===== config.mk =====
export PLATFORM = sky130hd
export DESIGN_NAME = pf_sel_top
export DESIGN_NICKNAME = d
export VERILOG_FILES = /design/src/rtl/pf_sel_pkg.sv /design/src/rtl/pf_delta_unit.sv /design/src/rtl/pf_rule_select.sv /design/src/rtl/pf_out_stage.sv /design/src/rtl/pf_sel_top.sv
export SDC_FILE = /design/constraint.sdc
export NUM_CORES = 1
export LEC_CHECK = 0
export ABC_CLOCK_PERIOD_IN_PS = 15000
export BUFFER_PORTS_ARGS = -buffer_cell sky130_fd_sc_hd__buf_4
export CAP_MARGIN = 20
export CORE_MARGIN = 1.5
export CORE_UTILIZATION = 38
export CTS_CLUSTER_DIAMETER = 80
export DETAILED_ROUTE_END_ITERATION = 10
export MAX_ROUTING_LAYER = met4
export SLEW_MARGIN = 20
export SYNTH_ARGS = -nofsm -noshare
export SYNTH_HDL_FRONTEND = slang
export SYNTH_SLANG_ARGS = --single-unit

===== constraint.sdc =====
create_clock -name clk -period 15 [get_ports clk]
set_clock_uncertainty 0.15 [all_clocks]
set_input_delay 1.5 -clock clk [delete_from_list [all_inputs] [get_ports clk]]
set_output_delay 1.5 -clock clk [all_outputs]
set_load 0.005 [all_outputs]

===== src/rtl/pf_sel_pkg.sv =====
package pf_sel_pkg;

  typedef enum logic [1:0] {
    PF_NONE   = 2'd0,
    PF_NEXT   = 2'd1,
    PF_STRIDE = 2'd2,
    PF_GROW   = 2'd3
  } pf_mode_e;

  localparam int unsigned N_OFFS = 4;

endpackage


===== src/rtl/pf_delta_unit.sv =====
module pf_delta_unit #(
  parameter int unsigned OFF_W = 18,
  parameter int unsigned N_OFF = 4,
  localparam int unsigned DW   = OFF_W + 1,
  localparam int unsigned DDW  = OFF_W + 2
) (
  input  logic [N_OFF-1:0][OFF_W-1:0] offs,
  output logic [N_OFF-2:0][DW-1:0]    deltas,
  output logic [N_OFF-3:0][DDW-1:0]   second_diff
);

  // first differences between neighbouring offsets, index 0 oldest
  for (genvar i = 0; i < N_OFF - 1; i++) begin : g_delta
    always_comb begin
      deltas[i] = DW'({1'b0, offs[i+1]}) - DW'({1'b0, offs[i]});
    end
  end

  // second differences between neighbouring deltas, sign extended
  for (genvar j = 0; j < N_OFF - 2; j++) begin : g_dd
    always_comb begin
      second_diff[j] = {deltas[j+1][DW-1], deltas[j+1]}
                     - {deltas[j][DW-1], deltas[j]};
    end
  end

endmodule


===== src/rtl/pf_rule_select.sv =====
module pf_rule_select
  import pf_sel_pkg::*;
#(
  parameter int unsigned ADDR_W     = 46,
  parameter int unsigned OFF_W      = 18,
  parameter int unsigned CNT_W      = 9,
  parameter int unsigned PAGE_SHIFT = 12,
  localparam int unsigned DW        = OFF_W + 1,
  localparam int unsigned DDW       = OFF_W + 2,
  localparam int unsigned SW        = OFF_W + 3,
  localparam int unsigned PN_W      = ADDR_W - PAGE_SHIFT
) (
  input  logic [ADDR_W-1:0]     req_addr,
  input  logic [CNT_W-1:0]      hist_cnt,
  input  logic [2:0][DW-1:0]    deltas,
  input  logic [1:0][DDW-1:0]   second_diff,
  output pf_mode_e              sel_mode,
  output logic                  sel_irregular,
  output logic [ADDR_W-1:0]     sel_addr
);

  logic            short_hist, three_hist;
  logic            eq_new, eq_old, dd_eq;
  logic [SW-1:0]   stride_step, grow_step, step;
  logic [ADDR_W-1:0] step_ext;
  logic [PN_W-1:0] next_page;

  assign short_hist = (hist_cnt < CNT_W'(3));
  assign three_hist = (hist_cnt == CNT_W'(3));
  assign eq_new     = (deltas[2] == deltas[1]);
  assign eq_old     = (deltas[1] == deltas[0]);
  assign dd_eq      = (second_diff[1] == second_diff[0]);

  assign stride_step = {{(SW-DW){deltas[2][DW-1]}}, deltas[2]};
  assign grow_step   = stride_step + {{(SW-DDW){second_diff[1][DDW-1]}}, second_diff[1]};

  assign next_page   = req_addr[ADDR_W-1:PAGE_SHIFT] + PN_W'(1);

  always_comb begin
    sel_mode      = PF_NONE;
    sel_irregular = 1'b0;
    step          = '0;
    if (short_hist) begin
      sel_mode = PF_NEXT;
    end else if (three_hist) begin
      if (eq_new) begin
        step     = stride_step;
        sel_mode = (stride_step != '0) ? PF_STRIDE : PF_NONE;
      end else begin
        sel_irregular = 1'b1;
      end
    end else begin
      if (eq_new && eq_old) begin
        step     = stride_step;
        sel_mode = (stride_step != '0) ? PF_STRIDE : PF_NONE;
      end else if (dd_eq) begin
        step     = grow_step;
        sel_mode = (grow_step != '0) ? PF_GROW : PF_NONE;
      end else begin
        sel_irregular = 1'b1;
      end
    end
  end

  assign step_ext = {{(ADDR_W-SW){step[SW-1]}}, step};

  always_comb begin
    if (sel_mode == PF_NEXT) sel_addr = {next_page, PAGE_SHIFT'(0)};
    else                     sel_addr = req_addr + step_ext;
  end

endmodule


===== src/rtl/pf_out_stage.sv =====
module pf_out_stage
  import pf_sel_pkg::*;
#(
  parameter int unsigned ADDR_W = 46
) (
  input  logic              clk,
  input  logic              rst,
  input  logic              in_req,
  input  pf_mode_e          in_mode,
  input  logic              in_irregular,
  input  logic [ADDR_W-1:0] in_addr,
  output logic              out_valid,
  output logic [1:0]        out_mode,
  output logic              out_irregular,
  output logic [ADDR_W-1:0] out_addr
);

  always_ff @(posedge clk) begin
    if (rst) begin
      out_valid     <= 1'b0;
      out_mode      <= 2'd0;
      out_irregular <= 1'b0;
      out_addr      <= '0;
    end else begin
      out_valid     <= in_req && (in_mode != PF_NONE);
      out_mode      <= in_req ? in_mode : PF_NONE;
      out_irregular <= in_req && in_irregular;
      if (in_req && (in_mode != PF_NONE)) out_addr <= in_addr;
    end
  end

  // a prefetch and the irregular hand-off are never issued together
  p_valid_not_irr_r7: assert property (@(posedge clk) disable iff (rst)
    !(out_valid && out_irregular));

  // irregular results carry no mode
  p_irr_no_mode_r7: assert property (@(posedge clk) disable iff (rst)
    out_irregular |-> (out_mode == 2'd0));

  // a valid prefetch needs a request one cycle earlier
  p_latency_r2: assert property (@(posedge clk) disable iff (rst)
    out_valid |-> $past(in_req));

endmodule


===== src/rtl/pf_sel_top.sv =====
module pf_sel_top
  import pf_sel_pkg::*;
#(
  parameter int unsigned ADDR_W     = 46,
  parameter int unsigned OFF_W      = 18,
  parameter int unsigned CNT_W      = 9,
  parameter int unsigned PAGE_SHIFT = 12,
  localparam int unsigned DW        = OFF_W + 1,
  localparam int unsigned DDW       = OFF_W + 2
) (
  input  logic              clk,
  input  logic              rst,
  input  logic              req_valid,
  input  logic [ADDR_W-1:0] req_addr,
  input  logic [CNT_W-1:0]  hist_cnt,
  input  logic [OFF_W-1:0]  hist_off0,
  input  logic [OFF_W-1:0]  hist_off1,
  input  logic [OFF_W-1:0]  hist_off2,
  input  logic [OFF_W-1:0]  hist_off3,
  output logic              pf_valid,
  output logic [ADDR_W-1:0] pf_addr,
  output logic [1:0]        pf_mode,
  output logic              pf_irregular
);

  logic [N_OFFS-1:0][OFF_W-1:0] offs;
  logic [N_OFFS-2:0][DW-1:0]    deltas;
  logic [N_OFFS-3:0][DDW-1:0]   second_diff;
  pf_mode_e                     sel_mode;
  logic                         sel_irregular;
  logic [ADDR_W-1:0]            sel_addr;

  assign offs = {hist_off3, hist_off2, hist_off1, hist_off0};

  pf_delta_unit #(
    .OFF_W (OFF_W),
    .N_OFF (N_OFFS)
  ) u_delta (
    .offs        (offs),
    .deltas      (deltas),
    .second_diff (second_diff)
  );

  pf_rule_select #(
    .ADDR_W     (ADDR_W),
    .OFF_W      (OFF_W),
    .CNT_W      (CNT_W),
    .PAGE_SHIFT (PAGE_SHIFT)
  ) u_rule (
    .req_addr      (req_addr),
    .hist_cnt      (hist_cnt),
    .deltas        (deltas),
    .second_diff   (second_diff),
    .sel_mode      (sel_mode),
    .sel_irregular (sel_irregular),
    .sel_addr      (sel_addr)
  );

  pf_out_stage #(
    .ADDR_W (ADDR_W)
  ) u_out (
    .clk           (clk),
    .rst           (rst),
    .in_req        (req_valid),
    .in_mode       (sel_mode),
    .in_irregular  (sel_irregular),
    .in_addr       (sel_addr),
    .out_valid     (pf_valid),
    .out_mode      (pf_mode),
    .out_irregular (pf_irregular),
    .out_addr      (pf_addr)
  );

  // an idle cycle leaves nothing behind
  p_idle_quiet_r10: assert property (@(posedge clk) disable iff (rst)
    !$past(req_valid) |-> (!pf_valid && !pf_irregular && pf_mode == 2'd0));

  // next-page results are page aligned and come from short histories
  p_next_aligned_r3: assert property (@(posedge clk) disable iff (rst)
    (pf_valid && pf_mode == 2'd1) |->
      (pf_addr[PAGE_SHIFT-1:0] == '0 && $past(hist_cnt) < CNT_W'(3)));

  // stride modes need at least three recorded offsets
  p_stride_needs_hist_r4: assert property (@(posedge clk) disable iff (rst)
    (pf_valid && pf_mode[1]) |-> ($past(hist_cnt) >= CNT_W'(3)));

  // a valid result always carries a non-zero mode
  p_valid_has_mode_r2: assert property (@(posedge clk) disable iff (rst)
    pf_valid |-> (pf_mode != 2'd0));

endmodule


==> reports/results.tsv, run 1 <==
stage	metric	value	unit
run_status	outcome	complete, no violations	
global_routing	grt_max_degree	87	
cts	cts_hold_buf	0	
pwr	p_leak	6.37	nW
cts	cts_setup_buffers	0	
place	place_congestion	0.955	
synthesis	netlist_instances	1676	
route	routed_via_density	5.65	
cts	cts_tree	done	
route	vias	12500	
setup_path	cp.arrival	12650	ps
sta	finalHoldViolCount	0	
synthesis	synth_top_area_cell	ha_1	
pwr	swShare	0.522	
global_routing	antenna_found_initial	0	
sta	hold_ws	300	ps
pwr	pwr-share-seq	0.083	
route	drt_iter0_markers	721	
pwr	internal_power	0.763	mW
place	hpwl	31800	um
setup_path	worst_r2r_path_depth	2	
cts	path_clk_slew	70	ps
synthesis	yosysTopAreaCellShare	0.153	
synthesis	async_reset_ff_frac	0	
sta	final.setup.tns	0	ps
synthesis	synth-seq-area-share	0.0836	
floorplan	die_area	32600	um^2
synthesis	synth_nets	1959	
sta	finalSetupViolCount	0	
flow_run	maxCapViolCount	0	
sta	fin_crit_sh	0.838	
setup_path	r2r_slack	14180	ps
sta	relSlewSlack	0.345	
cts	cts_resized	0	
pwr	clockPowerShare	0.097	
sta	finalCriticalPeriod	12570	ps
synthesis	synth_ff_type	dfxtp_1	
sta	rsz0062_at_grt	no	
global_routing	track_usage	0.231	
setup_path	critPathKind	input port to flop	
finish	fin_util	0.451	
pwr	peakVddDrop	0.0000664	V
synthesis	yosys-top-cells-count	a21oi_1, ha_1, nor2_1, inv_1, nand2_1	
synthesis	synth_area_leaders	ha_1, dfxtp_1, xnor2_1, a21oi_1, nor2_1	
synthesis	synth.ff_latch_count	50	
sta	tightest_slew	975	ps
setup_path	crit_buf_inv	3	
place	port_buffers	179	
cts	clkLatencyLatePin	290	ps
finish	diodes	0	
floorplan	io-pin-count	180	
synthesis	synth_area_per_cell	7.15	um^2
route	drc	0	
setup_path	rr_startpoint	u_out.out_addr[18]$_SDFFE_PP0P_	
route	drt-pass1-iter-count	5	
finish	fin_nets	2106	
route	drtAntennaViolNets	0	
setup_path	crit_path_end_kind	flop	
setup_path	start_kind	input port	
cts	cts_buffers	5	
cts	clock_tree.buffer_depth	2	
route	finalWirelength	37700	um
sta	max_freq	0.0796	GHz
setup_path	path_delay_family	compound AO/OA/AOI/OAI gates	
setup_path	crit_start	hist_off1[0]	
setup_path	worstPathRequired	15080	ps
finish	synthToLayoutAreaGrowth	16.0	%
setup_path	rr_endpoint	u_out.out_addr[18]$_SDFFE_PP0P_	
finish	fillers	3253	
pwr	cellPowerDensity	115	nW/um^2
floorplan	start_util	0.389	
pwr	power.total	1.60	mW
cts	h-tree-depth	2	
cts	clock-root-buffer	clkbuf_16	
synthesis	yosys_warnings	0	
route	wl_per_cell	17.0	um
cts	clock_sinks	50	
setup_path	crit_slowest_cell	o31ai_1	
floorplan	rows	64	
floorplan	die_w	181	um
pwr	combPwrFrac	0.819	
global_routing	grt_pass1_vias	11900	
synthesis	netlist_area	12000	um^2
floorplan	die_height	181	um
pwr	p_sw	0.834	mW
finish	drive_gt1_frac	0.139	
floorplan	core	30800	um^2
synthesis	synth_edf_count	0	
global_routing	grt_pass1_wl	60500	um
global_routing	gr-total-overflow	0	
hold_path	hp-class	flop to flop	
synthesis	synth_cell_types	99	
setup_path	cp-endpoint	u_out.out_addr[40]$_SDFFE_PP0P_	
sta	drv_slew	0	
setup_path	crit_fanout	10	
synthesis	synth_most_common_cell	a21oi_1	
setup_path	max_stage_delay	570	ps
setup_path	crit_cells	54	
-- per-layer routing --
metal | global-route usage | vias to the layer above | wire length (um) | part of all wire
met5 | - | - | 0 | 0
met4 | 0.0615 | 0 | 899 | 0.024
met3 | 0.0166 | 55 | 1560 | 0.041
met2 | 0.380 | 331 | 17000 | 0.45
met1 | 0.306 | 5753 | 18300 | 0.48
li1 | - | 6401 | - | -
-- worst min-delay path by stage --
stage	startpoint	endpoint	slack, ps	cells after the start
after floorplan	u_out.out_addr[30]$_SDFFE_PP0P_	u_out.out_addr[30]$_SDFFE_PP0P_	300	2
after global placement	u_out.out_addr[0]$_SDFFE_PP0P_	u_out.out_addr[0]$_SDFFE_PP0P_	290	2
after detailed placement	u_out.out_addr[28]$_SDFFE_PP0P_	u_out.out_addr[28]$_SDFFE_PP0P_	290	2
after CTS	u_out.out_addr[28]$_SDFFE_PP0P_	u_out.out_addr[28]$_SDFFE_PP0P_	300	2
after global routing	u_out.out_addr[8]$_SDFFE_PP0P_	u_out.out_addr[8]$_SDFFE_PP0P_	320	2
final	u_out.out_addr[8]$_SDFFE_PP0P_	u_out.out_addr[8]$_SDFFE_PP0P_	300	2
-- final cells by class --
type,instances,area [um^2],area share
clock buffer,6,139,0.0100
clock inverter,2,60.1,0.00432
multi-input combinational,1447,10300,0.741
tap,396,495,0.0357
timing repair buffer,187,1400,0.101
sequential,50,1000,0.0720
inverter,132,495,0.0357
-- kinds of logic (layout without fill, tap and decap cells) --
logic type | after synthesis | after routing | synth area share
simple gates | 577 | 577 | 0.249
compound gates | 527 | 527 | 0.298
buf+inv | 179 | 327 | 0.0589
xor+xnor | 167 | 167 | 0.127
fa+ha+maj | 153 | 153 | 0.164
flops | 50 | 50 | 0.0836
mux | 23 | 23 | 0.0195
-- placed cells by master (no fill, tap or decap), drive strengths merged, types with 16 or more instances in the layout --
| master | count |
|---|---|
| a211o | 24 |
| a211oi | 21 |
| a21o | 49 |
| a21oi | 179 |
| and2 | 19 |
| and3 | 25 |
| buf | 187 |
| dfxtp | 50 |
| ha | 146 |
| inv | 132 |
| mux2i | 20 |
| nand2 | 127 |
| nand2b | 41 |
| nand3 | 55 |
| nand4 | 16 |
| nor2 | 137 |
| nor2b | 29 |
| nor3 | 36 |
| nor4 | 21 |
| o21a | 24 |
| o21ai | 87 |
| or3 | 19 |
| xnor2 | 107 |
| xor2 | 57 |
-- registers in the layout, summed over array words and instances, names as in the netlist --
name	flops
u_out.out_addr	46
u_out.out_mode	2
u_out.out_irregular	1
u_out.out_valid	1
-- power groups by stage --
| stage | clock [mW] | combinational [mW] | sequential (mW) |
|---|---|---|---|
| 2_1_floorplan | 0 | 0.988 | 0.136 |
| 3_3_place_gp | 0 | 1.28 | 0.136 |
| 3_5_place_dp | 0 | 1.29 | 0.136 |
| 4_1_cts | 0.160 | 1.30 | 0.133 |
| 5_1_grt | 0.164 | 1.43 | 0.133 |
| 6_report | 0.155 | 1.31 | 0.133 |
-- tightest hold or removal path: stages (launching register included) --
cell and delay, ps:
dfxtp_1 310, nand2_1 50, a21oi_1 50
-- metrics by stage --
| stage | cells | setup slack, ps | cell area, um^2 |
|---|---|---|---|
| floorplan | 1676 | 3780 | 12000 |
| global placement | 2212 | 2550 | 13700 |
| detailed placement | 2212 | 2210 | 13700 |
| CTS | 2220 | 2500 | 13900 |
| global route | 2220 | 1250 | 13900 |
| finish | 2220 | 2430 | 13900 |
(Power assumes the default switching activity.)
==> run 2: changes to the inputs <==
ABC_AREA = 1   (was not set)
ABC_CLOCK_PERIOD_IN_PS = 11000   (was 15000)
clock period = 11 ns   (was 15 ns; I/O delays follow)
==> run 2 against run 1 <==
  * Setup slack lost 1100 ps
  * Global-route usage grew 1.3 points
  * Hold slack gained 33 ps
  * Clock power grew 30%
  * Die area grew 3.4%
  * Wire length grew 8.2%
  * Synthesized cell count grew 31%
  * Register-to-register slack lost 4100 ps
  * Clock-buffer cell count is the same
  * Non-clock buffer count is the same
  * Critical endpoint is now u_out.out_addr[42]$_SDFFE_PP0P_
  * Highest routed layer unchanged
==> reports/results.tsv, run 2 <==
stage	metric	value	unit
route	finalWirelength	40800	um
setup_path	start_kind	input port	
floorplan	rows	65	
synthesis	netlist_instances	2189	
floorplan	start_util	0.390	
synthesis	synth-seq-area-share	0.0807	
synthesis	synth_area_per_cell	5.66	um^2
synthesis	synth_ff_type	dfxtp_1	
setup_path	crit_fanout	5	
pwr	p_leak	7.99	nW
setup_path	cp.arrival	9680	ps
route	drtAntennaViolNets	0	
synthesis	yosys_warnings	0	
floorplan	io-pin-count	180	
cts	cts_tree	done	
global_routing	antenna_found_initial	0	
setup_path	cpMostUsedCell	a21oi_1	
synthesis	synth_cell_types	57	
floorplan	core	31800	um^2
sta	relSlewSlack	0.370	
sta	finalCriticalPeriod	9640	ps
sta	finalSetupViolCount	0	
global_routing	gr-total-overflow	0	
sta	final.setup.tns	0	ps
finish	fillers	3474	
synthesis	synth_edf_count	0	
sta	fin_crit_sh	0.876	
sta	rsz0062_at_grt	no	
pwr	peakVddDrop	0.0000620	V
synthesis	synth_area_leaders	nand2_1, ha_1, inv_1, a21oi_1, dfxtp_1	
place	place_congestion	0.969	
sta	max_freq	0.104	GHz
route	routed_via_density	5.08	
global_routing	grt_pass1_wl	65300	um
route	vias	14200	
route	drt_iter0_markers	767	
hold_path	hold_depth	2	
global_routing	grt_max_degree	74	
synthesis	netlist_area	12400	um^2
finish	drive_gt1_frac	0.117	
cts	clock_sinks	50	
finish	fin_cells	2784	
place	port_buffers	179	
route	wl_per_cell	14.6	um
finish	top_regs	u_out.out_addr: 46 flops, u_out.out_mode: 2 flops	
floorplan	die_w	184	um
finish	diodes	0	
floorplan	die_height	184	um
cts	path_clk_slew	70	ps
synthesis	yosys-top-cells-count	nand2_1, inv_1, a21oi_1, nor2_1, nand3_1	
global_routing	grt_pass1_vias	13300	
synthesis	synth_top_area_cell	nand2_1	
synthesis	yosysTopAreaCellShare	0.182	
place	dp_cells	2776	
pwr	cellPowerDensity	133	nW/um^2
finish	fin_nets	2631	
pwr	power.total	1.91	mW
setup_path	crit_path_end_kind	flop	
sta	drv_slew	0	
sta	finalHoldViolCount	0	
floorplan	die_area	33700	um^2
hold_path	hp-class	flop to flop	
sta	setup_slack	1360	ps
finish	mostFrequentLayoutCells	nand2_1, inv_1, a21oi_1, buf_4, nor2_1	
flow_run	maxCapViolCount	0	
synthesis	synth.ff_latch_count	50	
finish	regMostFlops	u_out.out_addr	
finish	final_common_cell	nand2_1	
cts	clock-root-buffer	clkbuf_16	
setup_path	max_stage_delay	420	ps
setup_path	critPathKind	input port to flop	
finish	largest_reg_flops	46	
cts	clkLatencyLatePin	290	ps
route	drc	0	
place	hpwl	35300	um
sta	tightest_slew	922	ps
setup_path	worstPathRequired	11040	ps
synthesis	synth_most_common_cell	nand2_1	
place	pre_cts_ws	843	ps
setup_path	worst_r2r_path_depth	3	
setup_path	crit_slowest_cell	fa_1	
cts	h-tree-depth	2	
synthesis	synth_nets	2472	
route	drt-pass1-iter-count	5	
synthesis	async_reset_ff_frac	0	
cts	clock_tree.buffer_depth	2	
cts	cts_buffers	5	
finish	synthToLayoutAreaGrowth	15.9	%
global_routing	track_usage	0.245	
run_status	outcome	complete, no violations	
-- run 2: worst paths after layout --
path                                   startpoint                         endpoint  slack [ps]
setup / recovery                     hist_off1[0]  u_out.out_addr[42]$_SDFFE_PP0P_        1360
hold / removal    u_out.out_addr[24]$_SDFFE_PP0P_  u_out.out_addr[24]$_SDFFE_PP0P_         330
setup reg to reg  u_out.out_addr[45]$_SDFFE_PP0P_  u_out.out_addr[45]$_SDFFE_PP0P_       10120
hold reg to reg   u_out.out_addr[24]$_SDFFE_PP0P_  u_out.out_addr[24]$_SDFFE_PP0P_         330
-- run 2: per-layer routing --
| metal | wire length, um | GRT usage | part of all wire |
|---|---|---|---|
| met1 | 19400 | 0.314 | 0.47 |
| met2 | 18800 | 0.421 | 0.46 |
| met3 | 1660 | 0.0107 | 0.041 |
| met4 | 911 | 0.0623 | 0.022 |
| met5 | 0 | - | 0 |
-- run 2: cell type report --
cell class                 instances  area (um^2)  share of cell area
multi-input combinational       1772         9970               0.694
sequential                        50         1000              0.0697
timing repair buffer             187         1400              0.0975
clock buffer                       6          139             0.00967
clock inverter                     2         60.1             0.00418
inverter                         332         1250              0.0867
tap                              435          544              0.0379
-- run 2: per-stage QoR --
stage	cell area, um^2	util	hold slack (ps)
final	14400	0.452	333
after global routing	14400	0.452	353
after CTS	14400	0.452	333
after detailed placement	14200	0.445	320
after global placement	14200	0.445	314
after floorplan	12400	-	309
-- run 2: logic make-up after synthesis --
family                     after synthesis  synth area share
adders and majority gates              153             0.159
AOI/OAI and AO/OA                      398             0.176
DFF                                     50            0.0807
buffers and inverters                  367             0.115
and+or+nand+nor                       1130             0.403
xor gates and xnor gates                91            0.0664
-- run 2: critical path: cells and delay by family --
family / cells / cell delay (ps)
AOI/OAI and AO/OA: 21 / 3830
and+or+nand+nor: 22 / 2360
adders and majority gates: 5 / 1490
xor gates and xnor gates: 2 / 350
buffers and inverters: 8 / 540
-- run 2: repair_timing --
action	in CTS	in global routing
endpoints found under the setup margin	0	6
hold buffers	0	0
resized for setup	0	1
buffers inserted	0	0
-- run 2: power by group --
group	switching, mW	leakage (nW)	internal [mW]
sequential	0.000443	0.403	0.182
combinational	0.975	7.49	0.547
clock	0.0653	0.0971	0.136
total	1.04	7.99	0.865
==> run 3: changes to the inputs <==
RECOVER_POWER = 50   (was not set)
==> run 3 against run 2 <==
  * Core utilization decreased by 0.12 points
  * Sequential cell count did not move
  * Sequential power hardly changed
  * Die area unchanged
  * Non-clock buffer count stayed put
  * Clock-buffer cell count did not move
  * Clock power about the same
  * Total power hardly changed
  * First-iteration DRC count shrank 1.6%
  * Final cell count is the same
  * Wire length is essentially flat
==> reports/results.tsv, run 3 (synthesized netlist as in run 2, its figures left out) <==
stage	metric	value	unit
sta	hold_ws	331	ps
hold_path	hold_path.startpoint	u_out.out_addr[23]$_SDFFE_PP0P_	
setup_path	crit_fanout	5	
finish	final_common_cell	nand2_1	
pwr	clockPowerShare	0.106	
finish	largest_reg_flops	46	
floorplan	die_height	184	um
pwr	pwr-share-seq	0.096	
finish	fillers	3479	
setup_path	crit_buf_inv	8	
floorplan	start_util	0.390	
setup_path	critPathKind	input port to flop	
sta	rsz0062_at_grt	no	
sta	relSlewSlack	0.370	
sta	tightest_slew	921	ps
cts	clkLatencyLatePin	290	ps
global_routing	grt_max_degree	74	
route	drt-pass1-iter-count	5	
pwr	p_leak	7.93	nW
cts	clock_sinks	50	
place	port_buffers	179	
cts	cts_tree	done	
pwr	peakVddDrop	0.0000620	V
finish	fin_nets	2631	
sta	finalCriticalPeriod	9640	ps
finish	drive_gt1_frac	0.112	
floorplan	core	31800	um^2
finish	regMostFlops	u_out.out_addr	
global_routing	antenna_found_initial	0	
setup_path	worst_r2r_path_depth	3	
floorplan	rows	65	
finish	mostFrequentLayoutCells	nand2_1, inv_1, a21oi_1, nor2_1, nand3_1	
global_routing	track_usage	0.245	
place	hpwl	35300	um
cts	cts_hold_buf	0	
cts	path_clk_slew	70	ps
global_routing	grt_pass1_vias	13300	
floorplan	die_w	184	um
global_routing	grt_pass1_wl	65300	um
route	wl_per_cell	14.6	um
floorplan	die_area	33700	um^2
pwr	internal_power	0.865	mW
pwr	cellPowerDensity	133	nW/um^2
floorplan	io-pin-count	180	
route	drt_iter0_markers	755	
hold_path	hold_depth	2	
pwr	p_sw	1.04	mW
finish	synthToLayoutAreaGrowth	15.6	%
run_status	outcome	complete, no violations	
setup_path	start_kind	input port	
sta	final.setup.tns	0	ps
setup_path	crit_path_end_kind	flop	
pwr	swShare	0.546	
route	drc	0	
cts	cts_setup_buffers	0	
setup_path	rr_endpoint	u_out.out_addr[45]$_SDFFE_PP0P_	
sta	finalSetupViolCount	0	
cts	h-tree-depth	2	
place	place_congestion	0.969	
sta	drv_slew	0	
route	drtAntennaViolNets	0	
cts	cts_buffers	5	
sta	max_freq	0.104	GHz
route	vias	14100	
global_routing	gr-total-overflow	0	
cts	clock-root-buffer	clkbuf_16	
hold_path	min_to	u_out.out_addr[23]$_SDFFE_PP0P_	
route	finalWirelength	40700	um
setup_path	cpMostUsedCell	a21oi_1	
sta	fin_crit_sh	0.876	
setup_path	rr_startpoint	u_out.out_addr[45]$_SDFFE_PP0P_	
setup_path	crit_slowest_cell	fa_1	
route	routed_via_density	5.08	
pwr	combPwrFrac	0.798	
setup_path	max_stage_delay	420	ps
flow_run	maxCapViolCount	0	
cts	clock_tree.buffer_depth	2	
setup_path	r2r_slack	10120	ps
setup_path	worstPathRequired	11040	ps
hold_path	hp-class	flop to flop	
finish	diodes	0	
setup_path	path_delay_family	compound AO/OA/AOI/OAI gates	
sta	finalHoldViolCount	0	
finish	top_regs	u_out.out_addr: 46 flops, u_out.out_mode: 2 flops	
setup_path	cp.arrival	9680	ps
cts	cts_resized	0	
## run 3: worst max-delay path by stage
| stage | startpoint | to | slack (ps) | cells past startpoint |
|---|---|---|---|---|
| after floorplan | hist_off1[0] | u_out.out_addr[20]$_SDFFE_PP0P_ | 2230 | 62 |
| after global placement | hist_off1[0] | u_out.out_addr[40]$_SDFFE_PP0P_ | 1030 | 58 |
| after detailed placement | hist_off1[0] | u_out.out_addr[42]$_SDFFE_PP0P_ | 840 | 58 |
| after CTS | hist_off1[0] | u_out.out_addr[42]$_SDFFE_PP0P_ | 1130 | 58 |
| after global routing | hist_off1[0] | u_out.out_addr[40]$_SDFFE_PP0P_ | 90 | 58 |
| final | hist_off1[0] | u_out.out_addr[42]$_SDFFE_PP0P_ | 1360 | 58 |
## run 3: area by class of cell
| class | count | area [um^2] | area share |
|---|---|---|---|
| Timing Repair Buffer | 187 | 1360 | 0.0952 |
| Inverter | 332 | 1250 | 0.0870 |
| Tap cell | 435 | 544 | 0.0380 |
| Sequential cell | 50 | 1000 | 0.0699 |
| Multi-Input combinational cell | 1772 | 9970 | 0.696 |
| Clock inverter | 2 | 60.1 | 0.00419 |
| Clock buffer | 6 | 139 | 0.00969 |
## run 3: worst register-to-register path, delay by kind of cell, from the launching register on
family          cells  cell delay [ps]
flops               1              340
simple gates        2              180
compound gates      1              150
## run 3: power groups by stage
stage | sequential (mW) | clock (mW) | combinational (mW)
after floorplan | 0.186 | 0 | 1.17
after global placement | 0.186 | 0 | 1.49
after detailed placement | 0.186 | 0 | 1.51
after CTS | 0.182 | 0.206 | 1.52
after global routing | 0.182 | 0.211 | 1.74
final | 0.182 | 0.202 | 1.52
## run 3: per-stage QoR
stage / power (mW) / std cells / utilization / instance area, um^2 / setup WS, ps
floorplan: 1.35 / 2189 / - / 12400 / 2230
global placement: 1.68 / 2775 / 0.445 / 14200 / 1030
detailed placement: 1.70 / 2776 / 0.445 / 14200 / 843
CTS: 1.90 / 2784 / 0.452 / 14400 / 1130
global route: 2.13 / 2784 / 0.451 / 14300 / 87.7
finish: 1.91 / 2784 / 0.451 / 14300 / 1360
## run 3: per-layer routing
metal | track usage | vias up | routed length (um)
met5 | - | - | 0
li1 | - | 7517 | -
met4 | 0.0623 | 0 | 901
met2 | 0.421 | 367 | 18800
met1 | 0.314 | 6198 | 19400
met3 | 0.0107 | 48 | 1580
